[config.mk]
export PLATFORM = sky130hd
export DESIGN_NAME = bank_window_decoder
export DESIGN_NICKNAME = d
export VERILOG_FILES = /design/src/rtl/bank_win_pkg.sv /design/src/rtl/bank_size_gate.sv /design/src/rtl/bank_decode.sv /design/src/rtl/bank_window_decoder.sv
export SDC_FILE = /design/constraint.sdc
export NUM_CORES = 1
export LEC_CHECK = 0
export ABC_AREA = 1
export BUFFER_PORTS_ARGS = -buffer_cell sky130_fd_sc_hd__buf_4
export CORE_MARGIN = 3
export CORE_UTILIZATION = 44
export DETAILED_ROUTE_END_ITERATION = 10
export PLACE_DENSITY = 0.84
export SYNTH_ARGS = -nofsm -noshare
export SYNTH_HDL_FRONTEND = slang
export SYNTH_HIERARCHICAL = 1
export SYNTH_SLANG_ARGS = --single-unit
[constraint.sdc]
create_clock -name clk -period 1.85 [get_ports clk]
set_input_delay 0.0925 -clock clk [delete_from_list [all_inputs] [get_ports clk]]
set_output_delay 0.0925 -clock clk [all_outputs]
set_load 0.05 [all_outputs]
[src/rtl/bank_win_pkg.sv]
package bank_win_pkg;
  localparam int CODE_W    = 3;
  localparam int NUM_CODES = 1 << CODE_W;
  localparam int SIZE_W    = 3;

  typedef enum logic [CODE_W-1:0] {
    BK_RAM_FIRST = 3'd0,
    BK_VIDEO     = 3'd1,
    BK_RAM_B2    = 3'd2,
    BK_RAM_B3    = 3'd3,
    BK_RAM_B4    = 3'd4,
    BK_RAM_B5    = 3'd5,
    BK_RAM_B6    = 3'd6,
    BK_ROM       = 3'd7
  } bank_code_e;

  // largest meaningful size code (224 KB); higher codes clamp to it
  localparam logic [SIZE_W-1:0] SIZE_MAX = 3'd5;

  function automatic logic [SIZE_W-1:0] clamp_size(input logic [SIZE_W-1:0] s);
    return (s > SIZE_MAX) ? SIZE_MAX : s;
  endfunction
endpackage

[src/rtl/bank_size_gate.sv]
module bank_size_gate
  import bank_win_pkg::*;
(
  input  logic                 clk,
  input  logic                 rst,
  input  logic [SIZE_W-1:0]    size_cfg,
  output logic [NUM_CODES-1:0] avail
);
  logic [SIZE_W-1:0] size_q;

  always_ff @(posedge clk) begin
    if (rst) size_q <= clamp_size(size_cfg);
  end

  genvar g;
  generate
    for (g = 0; g < NUM_CODES; g++) begin : g_avail
      if (g >= int'(BK_RAM_B2) && g <= int'(BK_RAM_B6)) begin : g_extra
        assign avail[g] = (size_q >= SIZE_W'(g - 1));
      end else begin : g_fixed
        assign avail[g] = 1'b1;
      end
    end
  endgenerate

  AST_CFG_HELD: assert property (@(posedge clk) disable iff (rst)
    1'b1 |=> $stable(avail));
endmodule

[src/rtl/bank_decode.sv]
module bank_decode
  import bank_win_pkg::*;
#(
  parameter int ADDR_W   = 16,
  parameter int PHYS_W   = 18,
  parameter int MIRROR_W = 14
) (
  input  logic [ADDR_W-1:0]    addr,
  input  logic                 rd,
  input  logic                 wr,
  input  logic [CODE_W-1:0]    code,
  input  logic [NUM_CODES-1:0] avail,
  output logic [NUM_CODES-1:0] sel_n,
  output logic                 fixed_n,
  output logic [PHYS_W-1:0]    phys,
  output logic                 we,
  output logic                 open
);
  localparam int OFF_W = ADDR_W - 1;

  logic [OFF_W-1:0] off;
  logic             active;
  logic             hit;

  assign off    = addr[OFF_W-1:0];
  assign active = rd | wr;

  always_comb begin
    sel_n   = '1;
    fixed_n = 1'b1;
    phys    = '0;
    we      = 1'b0;
    hit     = 1'b0;
    if (active) begin
      if (addr[ADDR_W-1]) begin
        fixed_n = 1'b0;
        hit     = 1'b1;
        phys    = PHYS_W'(1) << OFF_W | PHYS_W'(off);
        we      = wr;
      end else begin
        unique case (bank_code_e'(code))
          BK_VIDEO: begin
            hit  = 1'b1;
            phys = PHYS_W'(off[MIRROR_W-1:0]);
            we   = wr;
          end
          BK_ROM: begin
            hit  = ~wr;
            phys = hit ? PHYS_W'(off[MIRROR_W-1:0]) : '0;
          end
          default: begin
            hit  = avail[code];
            phys = hit ? (PHYS_W'(code) << OFF_W | PHYS_W'(off)) : '0;
            we   = hit & wr;
          end
        endcase
        sel_n[code] = ~hit;
      end
    end
    open = rd & ~hit;
  end
endmodule

[src/rtl/bank_window_decoder.sv]
module bank_window_decoder
  import bank_win_pkg::*;
#(
  parameter int ADDR_W   = 16,
  parameter int PHYS_W   = 18,
  parameter int DATA_W   = 8,
  parameter int MIRROR_W = 14
) (
  input  logic                 clk,
  input  logic                 rst,
  input  logic [ADDR_W-1:0]    cpu_addr,
  input  logic                 cpu_rd,
  input  logic                 cpu_wr,
  input  logic [CODE_W-1:0]    bank_code,
  input  logic [SIZE_W-1:0]    size_cfg,
  output logic [NUM_CODES-1:0] bank_sel_n,
  output logic                 fixed_sel_n,
  output logic [PHYS_W-1:0]    phys_addr,
  output logic                 mem_we,
  output logic                 no_resp,
  output logic [DATA_W-1:0]    fill_data
);
  logic [NUM_CODES-1:0] avail;
  logic                 active, active_q;
  logic [CODE_W-1:0]    code_lat, code_eff;

  logic [NUM_CODES-1:0] d_sel_n;
  logic                 d_fixed_n, d_we, d_open;
  logic [PHYS_W-1:0]    d_phys;

  bank_size_gate u_gate (
    .clk      (clk),
    .rst      (rst),
    .size_cfg (size_cfg),
    .avail    (avail)
  );

  assign active   = cpu_rd | cpu_wr;
  assign code_eff = (active && !active_q) ? bank_code : code_lat;

  always_ff @(posedge clk) begin
    if (rst) begin
      active_q <= 1'b0;
      code_lat <= '0;
    end else begin
      active_q <= active;
      code_lat <= code_eff;
    end
  end

  bank_decode #(
    .ADDR_W   (ADDR_W),
    .PHYS_W   (PHYS_W),
    .MIRROR_W (MIRROR_W)
  ) u_dec (
    .addr    (cpu_addr),
    .rd      (cpu_rd),
    .wr      (cpu_wr),
    .code    (code_eff),
    .avail   (avail),
    .sel_n   (d_sel_n),
    .fixed_n (d_fixed_n),
    .phys    (d_phys),
    .we      (d_we),
    .open    (d_open)
  );

  always_ff @(posedge clk) begin
    if (rst) begin
      bank_sel_n  <= '1;
      fixed_sel_n <= 1'b1;
      phys_addr   <= '0;
      mem_we      <= 1'b0;
      no_resp     <= 1'b0;
      fill_data   <= '0;
    end else begin
      bank_sel_n  <= d_sel_n;
      fixed_sel_n <= d_fixed_n;
      phys_addr   <= d_phys;
      mem_we      <= d_we;
      no_resp     <= d_open;
      fill_data   <= d_open ? '1 : '0;
    end
  end

  AST_ONE_SELECT: assert property (@(posedge clk) disable iff (rst)
    $countones(~{fixed_sel_n, bank_sel_n}) <= 1);
  AST_IDLE_QUIET: assert property (@(posedge clk) disable iff (rst)
    !(cpu_rd || cpu_wr) |=> (&bank_sel_n && fixed_sel_n && !mem_we && !no_resp));
  AST_UPPER_FIXED: assert property (@(posedge clk) disable iff (rst)
    (cpu_rd || cpu_wr) && cpu_addr[ADDR_W-1] |=> !fixed_sel_n);
  AST_ROM_NO_WRITE: assert property (@(posedge clk) disable iff (rst)
    !bank_sel_n[BK_ROM] |-> !mem_we);
  AST_OPEN_SILENT: assert property (@(posedge clk) disable iff (rst)
    no_resp |-> (&bank_sel_n && fixed_sel_n && &fill_data));
endmodule

==> metrics.txt, run 1 <==
maximum VDD drop=about 0.5 mV; DR WL/cell=about 10 um; RSZ-0062 raised after global routing=yes; io pins=63; Multi-input gate area=671 um2; largest net degree at the start of global routing=37; # clock sinks=36; total global-route track usage=between 10% and 20%; NumNets Final=333; most common cell after layout, fill and taps aside=buf_4; YS warnings=6; Die ar.=4720 um2; area grow syn2layout=38.2%; via count=1,535; syn_area_per_cell=between 7 and 8 um2; clk slew on worst S/H paths=0.07 ns; CTS root buffer=clkbuf_8; minimum clock period=roughly 1.8 ns; CTS tree=built; antenna-violating nets left=0; first-pass GRT wire length=5200 um; Tcrit/Tclk final=~95%; clk buf depth=2; CP required=~2.1 ns; total congestion overflow=0; crit path launch type=flop; port bufs=62; Max H-tree Level=2; clock skew=approximately 0.0044 ns; most frequent cells in the layout=buf_4, inv_1, nor2_1; top post-synthesis cells by area=dfxtp_1, inv_1, nor2_1; DRC=0; Internal Dissipation=~1400 uW; Leak=around 0.0013 uW; Clock Power Share=about 27%; sequential share of power=40.2%; Finish-stage setup viols=0; Comb pwr share=about a third; placed instance count=340; Layout Utilization=between 60 and 70%; Starting Density=46.5%; Pwr Density=roughly 890 nW/um2; status=complete, no violations; highest clock rate=around 570 MHz; Psw=735 uW; leading area contributor after synthesis=dfxtp_1; critical path class=flop to flop; layout cells sized above 1=between 30% and 40%; sw frac=between 30 and 40%; number of flops mapped to enable cells by yosys=3; number of global-route vias before repair=between 1,000 and 1,500; Primary FF master, synth=dfxtp_1; latest clock arrival within the worst-skew pair=just under 0.3 ns; number of diodes=0; top cell type's share of synthesized area=around two fifths; Crit. End Element=flop; number of fill cells=roughly 340; Synth cell types=25; FF+latch area=roughly 750 um2; number of DRC markers in iteration 0=49; CTS Buf Count=5; Worst EP arrival=between 1.5 and 2 ns; GP Congestion=between 0.8 and 0.9; die height=between 60 and 70 um; Seq cells post-synth=36; core area=3720 um2; Max-Cap Viols=0; register area share after synthesis=43.4%; Slew Viols, Final=0; post-synthesis cell area=approximately 1700 um2; Hold Crit Class=primary input to flop; final wirelength=3670 um; Hold Vio Cnt, Final=0; vias per cell=4.31; Die Width=between 60 and 70 um; async set-or-reset flop fraction in the synthesized netlist=0%; initial antenna violation count=0; Cells after Synth=around 240; DP HPWL=roughly 2500 um; Initial DRT Pass Iterations=6; largest fanout on the critical path=5; placement row count=22; final std cells w/o fill=356
Yosys cell counts (2+ instances only):
cell type	instances
buf_4	12
buf_2	3
nand2_1	33
clkbuf_1	2
or2_2	3
a21oi_2	9
or2_1	7
nand3_1	13
nor2_1	38
buf_6	2
dfxtp_1	33
inv_1	69
edfxtp_1	3
a21oi_1	5
metal layers:
metal / wire length (um) / track usage, %
met5: 0 / 0
met4: 85 / 9.00
met2: 1780 / 24.0
met1: 1510 / 16.3
met3: 300 / 5.83
worst max-delay path: stages, from the launching register on:
cell,delay (ns)
dfxtp_2,0.31
inv_2,0.07
o21ai_2,0.06
nand2_1,0.05
nand2_1,0.07
inv_2,0.11
inv_1,0.06
nor2_2,0.13
inv_1,0.05
nand3b_1,0.22
o21ai_2,0.12
buf_4,0.15
nor3_1,0.15
inv_1,0.07
nor2_1,0.07
final cells by class:
type	instances	share of cell area (%)
clock buffers	7	3.61
clock inverters	1	0.314
inverters	69	10.8
multi-input cells	122	28.1
flip-flops and latches	36	31.5
well taps	48	2.51
repair buffers	73	23.2
power by group through the flow:
stage | combinational, uW | clock (uW) | sequential, uW
floorplan | 311 | 0 | 1010
global placement | 586 | 0 | 870
detailed placement | 594 | 0 | 871
CTS | 616 | 584 | 854
global route | 760 | 619 | 859
finish | 699 | 570 | 854
registers in the layout, summed over array words and instances (netlist names):
name / flops
phys_addr: 18
bank_sel_n: 8
code_lat: 3
u_gate/size_q: 3
active_q: 1
fill_data: 1
fixed_sel_n: 1
mem_we: 1
metrics by stage:
step           worst slack, ns  area [um2]  setup TNS [ns]  hold slack, ns  power (uW)
2_1_floorplan            0.136        1740               0           0.199        1320
3_3_place_gp          -0.00156        2160        -0.00161           0.292        1460
3_5_place_dp           -0.0799        2160          -0.344           0.294        1470
4_1_cts                0.00194        2290               0          0.0564        2050
5_1_grt                -0.0837        2390          -0.687          0.0721        2240
6_report                0.0912        2390               0          0.0633        2120
logic make-up after synthesis:
group                  share of synthesized area (%)
and+or+nand+nor                                 25.6
buffers and inverters                           22.8
DFF                                             43.4
AOI/OAI and AO/OA                               7.96
other                                          0.217
final timing paths:
kind / startpoint / to / slack, ns / depth (start not counted)
worst max register to register: active_q / phys_addr[17] / 0.09 / 14
worst min-delay path: size_cfg[0] / u_gate/size_q[0] / 0.06 / 3
worst max-delay path: active_q / phys_addr[17] / 0.09 / 14
worst min register to register: code_lat[2] / code_lat[2] / 0.53 / 4
what timing repair did:
| item | in CTS | in global routing |
|---|---|---|
| endpoints found under the hold margin | 1 | 0 |
| resized for setup | 5 | 24 |
| hold buffers | 1 | 0 |
| pin swaps | 0 | 5 |
| buffers inserted | 0 | 6 |
| endpoints found under the setup margin | 17 | 21 |
| gates cloned | 1 | 0 |
(Power assumes the default switching activity.)
==> run 2: changes to the inputs <==
SETUP_SLACK_MARGIN = 0.1   (was default)
==> run 2 against run 1 <==
Worst setup slack worse by 0.022 ns; largest power group unchanged; non-clock buffer count is 3 higher; sequential share of layout area down 0.83 points; global-route usage grew 0.27 points; critical path type unchanged.
==> metrics.txt, run 2 (same netlist as run 1, synthesis figures left out) <==
most frequent cells in the layout=buf_4, inv_1, nor2_1 (unchanged); antenna-violating nets left=0 (unchanged); total congestion overflow=0 (unchanged); GR Util met2=24.9% (was 24.0%); # clock sinks=36 (unchanged); largest fanout on the critical path=5 (unchanged); Die ar.=4720 um2 (unchanged); NumNets Final=336 (was 333); Starting Density=46.5% (unchanged); clk buf depth=2 (unchanged); minimum clock period=1.78 ns (was 1.76 ns); CP peak stage delay=0.31 ns (about the same); Total Power=2170 uW (was 2120 uW); Psw=760 uW (was 735 uW); Initial DRT Pass Iterations=4 (was 6); Finish-stage setup viols=0 (unchanged); Hold Vio Cnt, Final=0 (unchanged); Crit. End Element=flop (unchanged); placed instance count=340 (unchanged); CTS root buffer=clkbuf_8 (unchanged); number of global-route vias before repair=1,343 (was 1,322); vias per cell=4.38 (was 4.31); clk slew on worst S/H paths=0.07 ns (about the same); layout cells sized above 1=41.2% (was 38.6%); Max H-tree Level=2 (unchanged); M1 GR Usage=16.3% (unchanged); most common cell after layout, fill and taps aside=buf_4 (unchanged); Max-Cap Viols=0 (unchanged); Crit-path slowest cell=dfxtp_2 (unchanged); Layout Utilization=66.1% (was 64.3%); Comb pwr share=34.2% (was 32.9%); met3 Usage GRT=5.83% (unchanged); DRC=0 (unchanged); port bufs=62 (unchanged); Worst EP arrival=2.01 ns (was 1.99 ns); Most Crowded Layer GR=met2 (unchanged); crit path launch type=flop (unchanged); Top Registers=phys_addr (18), bank_sel_n (8) (unchanged); via count=1,574 (was 1,535); largest net degree at the start of global routing=37 (unchanged); final std cells w/o fill=359 (was 356); sequential share of power=39.4% (was 40.2%); Clock Power Share=26.4% (was 26.9%); CTS Buf Count=5 (unchanged); Hold Crit Class=primary input to flop (unchanged); final wirelength=3920 um (was 3670 um); maximum VDD drop=0.524 mV (was 0.515 mV); Top reg by flops=phys_addr (unchanged); total global-route track usage=15.1% (was 14.8%); area grow syn2layout=42.0% (was 38.2%); GP Congestion=0.874 (unchanged); RSZ-0062 raised after global routing=yes (unchanged); DP HPWL=2460 um (unchanged); number of diodes=0 (unchanged); number of DRC markers in iteration 0=66 (was 49); Slew Viols, Final=0 (unchanged); core area=3720 um2 (unchanged); DR WL/cell=10.9 um (was 10.3 um); max reg flops=18 (unchanged); status=complete, no violations (unchanged); latest clock arrival within the worst-skew pair=0.29 ns (about the same); Die Width=68.7 um (unchanged); critical path class=flop to flop (unchanged); io pins=63 (unchanged); first-pass GRT wire length=5290 um (was 5200 um); initial antenna violation count=0 (unchanged); Tcrit/Tclk final=96.3% (was 95.1%); highest clock rate=562 MHz (was 569 MHz); CP required=2.08 ns (about the same); crit-path cells=inv_2 > o21ai_2 > nand2_1 > nand2_1 > inv_2 > inv_2 > nor2_4 > inv_1 > nand3b_1 > o21ai_2 > buf_4 > nand3_2 > nand2_1 > inv_1 > inv_1 > nor2_1 (was inv_2 > o21ai_2 > nand2_1 > nand2_1 > inv_2 > inv_1 > nor2_2 > inv_1 > nand3b_1 > o21ai_2 > buf_4 > nor3_1 > inv_1 > nor2_1); clock skew=0.00453 ns (was 0.00442 ns); Leak=0.00132 uW (was 0.00130 uW); CTS tree=built (unchanged); Internal Dissipation=1410 uW (was 1390 uW); Pwr Density=882 nW/um2 (was 889 nW/um2); placement row count=22 (unchanged); die height=68.7 um (unchanged); sw frac=35.1% (was 34.6%)
-- run 2: cell count changes in the layout (fill, tap and decap cells not counted), moves of 2 or more --
cell | before | now
nor2_1 | 35 | 33
inv_4 | 0 | 3
nor2_4 | 1 | 3
inv_2 | 7 | 5
buf_4 | 71 | 74
-- run 2: layout make-up --
type	count	area [um2]
fillers	319	1260
flip-flops and latches	36	752
multi-input cells	122	706
repair buffers	76	577
inverters	69	267
clock buffers	7	86.3
well taps	48	60.1
clock inverters	1	7.51
-- run 2: worst max-delay path, delay by kind of cell (launching register included) --
family          cells  cell delay, ns
buf+inv             7            0.58
compound gates      2            0.18
simple gates        7            0.67
flops               1            0.31
-- run 2: power by group through the flow --
stage          registers [uW]  logic, uW  clock network (uW)
2_1_floorplan            1010        311                   0
3_5_place_dp              871        594                   0
4_1_cts                   854        627                 584
6_report                  854        740                 572
5_1_grt                   859        800                 619
3_3_place_gp              870        586                   0
-- run 2: metrics by stage --
| stage | setup WS, ns | TNS [ns] | hold WS, ns | cell area [um2] |
|---|---|---|---|---|
| 2_1_floorplan | 0.136 | 0 | 0.199 | 1740 |
| 3_3_place_gp | -0.00156 | -0.00161 | 0.292 | 2160 |
| 3_5_place_dp | -0.0799 | -0.344 | 0.294 | 2160 |
| 4_1_cts | 0.120 | 0 | 0.0564 | 2300 |
| 5_1_grt | -0.0862 | -0.846 | 0.0721 | 2450 |
| 6_report | 0.0692 | 0 | 0.0669 | 2450 |
-- run 2: worst paths after layout --
check	to	cells past startpoint	slack, ns	start
max	mem_we	16	0.07	active_q
min	u_gate/size_q[0]	3	0.07	size_cfg[0]
max reg2reg	mem_we	16	0.07	active_q
min reg2reg	code_lat[2]	4	0.56	code_lat[2]
-- run 2: layer usage --
layer,routed length [um],vias to the layer above
met5,0,-
met4,120,0
met3,330,14
met2,1920,57
met1,1550,684
li1,-,819
-- run 2: timing repair --
action	4_1_cts	5_1_grt
endpoints found under the setup margin	20	20
hold endpoints to repair	1	0
cloned	1	0
pin swaps	3	11
gates resized for setup	14	27
hold buffers	1	0
buffers inserted	1	8
==> run 3: changes to the inputs <==
ABC_AREA = default   (was 1)
==> run 3 against run 2 <==
The flow now finishes with violations (setup timing); sequential cell count unchanged; final cell count down 23%; clock skew increased by 0.00055 ns; hold slack got worse by 0.054 ns; total power is 3.1% lower; final area is 2.6% lower; maximum frequency fell by 14%; routed wire length decreased by 15%; sequential power about the same; largest power group unchanged.
==> metrics.txt, run 3 <==
CTS Buf Count=5 (unchanged); compound-cell area share of the yosys netlist=18.6% (was 7.96%); xor and xnor fraction of the mapped netlist area=0% (unchanged); clk slew on worst S/H paths=0.07 ns (about the same); Psw=639 uW (was 760 uW); Comb pwr share=30.7% (was 34.2%); R2R cell count=8 (was 16); top cell type's share of synthesized area=38.3% (was 38.2%); CTS tree=built (unchanged); crit-path cells=o21bai_4 > mux2_4 > mux2_2 > a22o_4 > o221ai_4 > buf_12 > a21boi_0 > nor2b_1 (was inv_2 > o21ai_2 > nand2_1 > nand2_1 > inv_2 > inv_2 > nor2_4 > inv_1 > nand3b_1 > o21ai_2 > buf_4 > nand3_2 > nand2_1 > inv_1 > inv_1 > nor2_1); Clock Power Share=28.7% (was 26.4%); Tcrit/Tclk final=112% (was 96.3%); Max H-tree Level=2 (unchanged); die height=68.6 um (was 68.7 um); final wirelength=3320 um (was 3920 um); Synth top cells by count=dfxtp_1, nor2b_1, buf_4 (was inv_1, nor2_1, dfxtp_1, nand2_1, nand3_1); final setup TNS=-3.66 ns (was 0 ns); placement row count=22 (unchanged); Worst Hold End=u_gate/size_q[2] (was u_gate/size_q[0]); Seq cells post-synth=36 (unchanged); vias per cell=4.76 (was 4.38); Internal Dissipation=1460 uW (was 1410 uW); register area share after synthesis=43.6% (was 43.4%); CTS root buffer=clkbuf_8 (unchanged); Layout Utilization=64.3% (was 66.1%); Slew Viols, Final=0 (unchanged); first-pass GRT wire length=5220 um (was 5290 um); number of diodes=0 (unchanged); top-count cell post-synth=dfxtp_1 (was inv_1); mux contribution to synthesized area=7.12% (was 0%); highest clock rate=482 MHz (was 562 MHz); origin of the critical flop-to-flop path=active_q (unchanged); family with the most delay on the worst path=compound AO/OA/AOI/OAI gates (was simple AND/OR/NAND/NOR gates); total global-route track usage=15.2% (was 15.1%); sw frac=30.5% (was 35.1%); GP Congestion=0.865 (was 0.874); R2R Setup Slk=-0.23 ns (was 0.07 ns); total congestion overflow=0 (unchanged); number of global-route vias before repair=1,200 (was 1,343); setup ws final=-0.226 ns (was 0.0692 ns); syn_area_per_cell=10.6 um2 (was 7.12 um2); Synth cell types=40 (was 25); Hold Crit Class=primary input to flop (unchanged); Hold Vio Cnt, Final=0 (unchanged); top post-synthesis cells by area=dfxtp_1, nor2b_1, a21boi_2 (was dfxtp_1, inv_1, nor2_1); Crit-path slowest cell=mux2_4 (was dfxtp_2); crit path launch type=flop (unchanged); Worst EP arrival=2.24 ns (was 2.01 ns); port bufs=62 (unchanged); async set-or-reset flop fraction in the synthesized netlist=0% (unchanged); # clock sinks=36 (unchanged); maximum VDD drop=0.502 mV (was 0.524 mV); largest family of logic cells by synthesized area=simple AND/OR/NAND/NOR gates (unchanged); clk buf depth=2 (unchanged); post-synthesis cell area=1720 um2 (was 1730 um2); area grow syn2layout=38.8% (was 42.0%); Starting Density=46.4% (was 46.5%); pre-CTS setup slack=-0.227 ns (was -0.0799 ns); leading area contributor after synthesis=dfxtp_1 (unchanged); sequential share of power=40.6% (was 39.4%); critical path class=flop to flop (unchanged); failing checks=setup timing; most common cell after layout, fill and taps aside=buf_4 (unchanged); Top Registers=phys_addr (18), bank_sel_n (8) (unchanged); Primary FF master, synth=dfxtp_1 (unchanged); NumNets Final=255 (was 336); CP Buf/Inv Count=1 (was 7); DRC=0 (unchanged); largest fanout on the critical path=15 (was 5); number of flops mapped to enable cells by yosys=3 (unchanged); Synth Area in Adders=0% (unchanged); hold depth=1 (was 3); io pins=63 (unchanged); CTS Hold Buffers Added=0 (was 1); clock skew=0.00508 ns (was 0.00453 ns); latest clock arrival within the worst-skew pair=0.28 ns (was 0.29 ns); core area=3720 um2 (unchanged); Initial DRT Pass Iterations=4 (unchanged); Finish-stage setup viols=22 (was 0); CP peak stage delay=0.32 ns (was 0.31 ns); YS warnings=6 (unchanged); Die Width=68.6 um (was 68.7 um); most frequent cells in the layout=buf_4, dfxtp_1, nor2b_1 (was buf_4, inv_1, nor2_1); Crit. End Element=flop (unchanged); DR WL/cell=11.9 um (was 10.9 um); Max-Cap Viols=0 (unchanged); minimum clock period=2.08 ns (was 1.78 ns); CP required=2.01 ns (was 2.08 ns); Top reg by flops=phys_addr (unchanged); reg-to-reg endpoint=phys_addr[9] (was mem_we); initial antenna violation count=0 (unchanged); Hold Crit Start=size_cfg[2] (was size_cfg[0]); Cells after Synth=162 (was 243); RSZ-0062 raised after global routing=yes (unchanged); Post-Synth Simple-Gate Area=21.4% (was 25.6%); largest net degree at the start of global routing=40 (was 37); status=complete, but fails checks (was complete, no violations); layout cells sized above 1=52.6% (was 41.2%); via count=1,324 (was 1,574); antenna-violating nets left=0 (unchanged); DP HPWL=2500 um (was 2460 um); Die ar.=4700 um2 (was 4720 um2); max reg flops=18 (unchanged); Pwr Density=878 nW/um2 (was 882 nW/um2); Leak=0.00105 uW (was 0.00132 uW); number of DRC markers in iteration 0=52 (was 66)
==> run 3: changes by cell type after synthesis, sizes merged, moves of 4 or more <==
cell    previous run  this run
nor2              39         8
nand3             14         4
nand2b             0         6
a21oi             15         2
mux2               0         6
inv               69         2
nor2b              0        22
mux2i              0         4
nand2             34         2
a21boi             1        15
==> run 3: area by class of cell <==
class                   instances  area (um2)
clock buffers                   7        97.6
clock inverters                 1        5.00
fillers                       311        1330
inverters                       2        10.0
multi-input cells             107         865
flip-flops and latches         36         751
well taps                      48        60.1
repair buffers                 77         603
==> run 3: stage by stage <==
| step | total power (uW) | cell area [um2] | cells | hold slack [ns] |
|---|---|---|---|---|
| after floorplan | 1320 | 1760 | 164 | 0.205 |
| after global placement | 1480 | 2260 | 268 | 0.290 |
| after detailed placement | 1500 | 2260 | 268 | 0.302 |
| after CTS | 2110 | 2380 | 277 | 0.00459 |
| after global routing | 2200 | 2390 | 278 | 0.00135 |
| final | 2100 | 2390 | 278 | 0.0133 |
==> run 3: worst max path at each step <==
stage	slack (ns)	endpoint	cells after the start	start
after floorplan	-0.15	phys_addr[15]	8	active_q
after global placement	-0.16	phys_addr[8]	8	active_q
after detailed placement	-0.23	phys_addr[9]	8	active_q
after CTS	-0.23	phys_addr[9]	8	active_q
after global routing	-0.31	phys_addr[10]	8	active_q
final	-0.23	phys_addr[9]	8	active_q
==> run 3: cell families after synthesis <==
group / after synthesis
buffers and inverters: 21
other: 1
AOI/OAI and AO/OA: 32
and+or+nand+nor: 62
DFF: 36
muxes: 10
==> run 3: layer usage <==
metal  GRT usage [%]  share of wire, %  vias up
li1                -                 -      666
met1            16.7                39      604
met2            26.6                51       49
met3            4.70               8.3        5
met4            7.20               1.4        0
met5               0                 0        -
==> run 3: power by group through the flow <==
stage / clock network (uW) / registers (uW) / logic [uW]
final: 603 / 852 / 644
after global routing: 658 / 857 / 685
after CTS: 621 / 852 / 640
after detailed placement: 0 / 870 / 627
after global placement: 0 / 868 / 616
after floorplan: 0 / 993 / 324
==> run 3: timing repair <==
item / 4_1_cts / 5_1_grt
endpoints found under the setup margin: 23 / 24
buffers inserted: 1 / 1
pin swaps: 1 / 0
gates resized for setup: 2 / 1
gates cloned: 0 / 0
hold endpoints to repair: 0 / 0
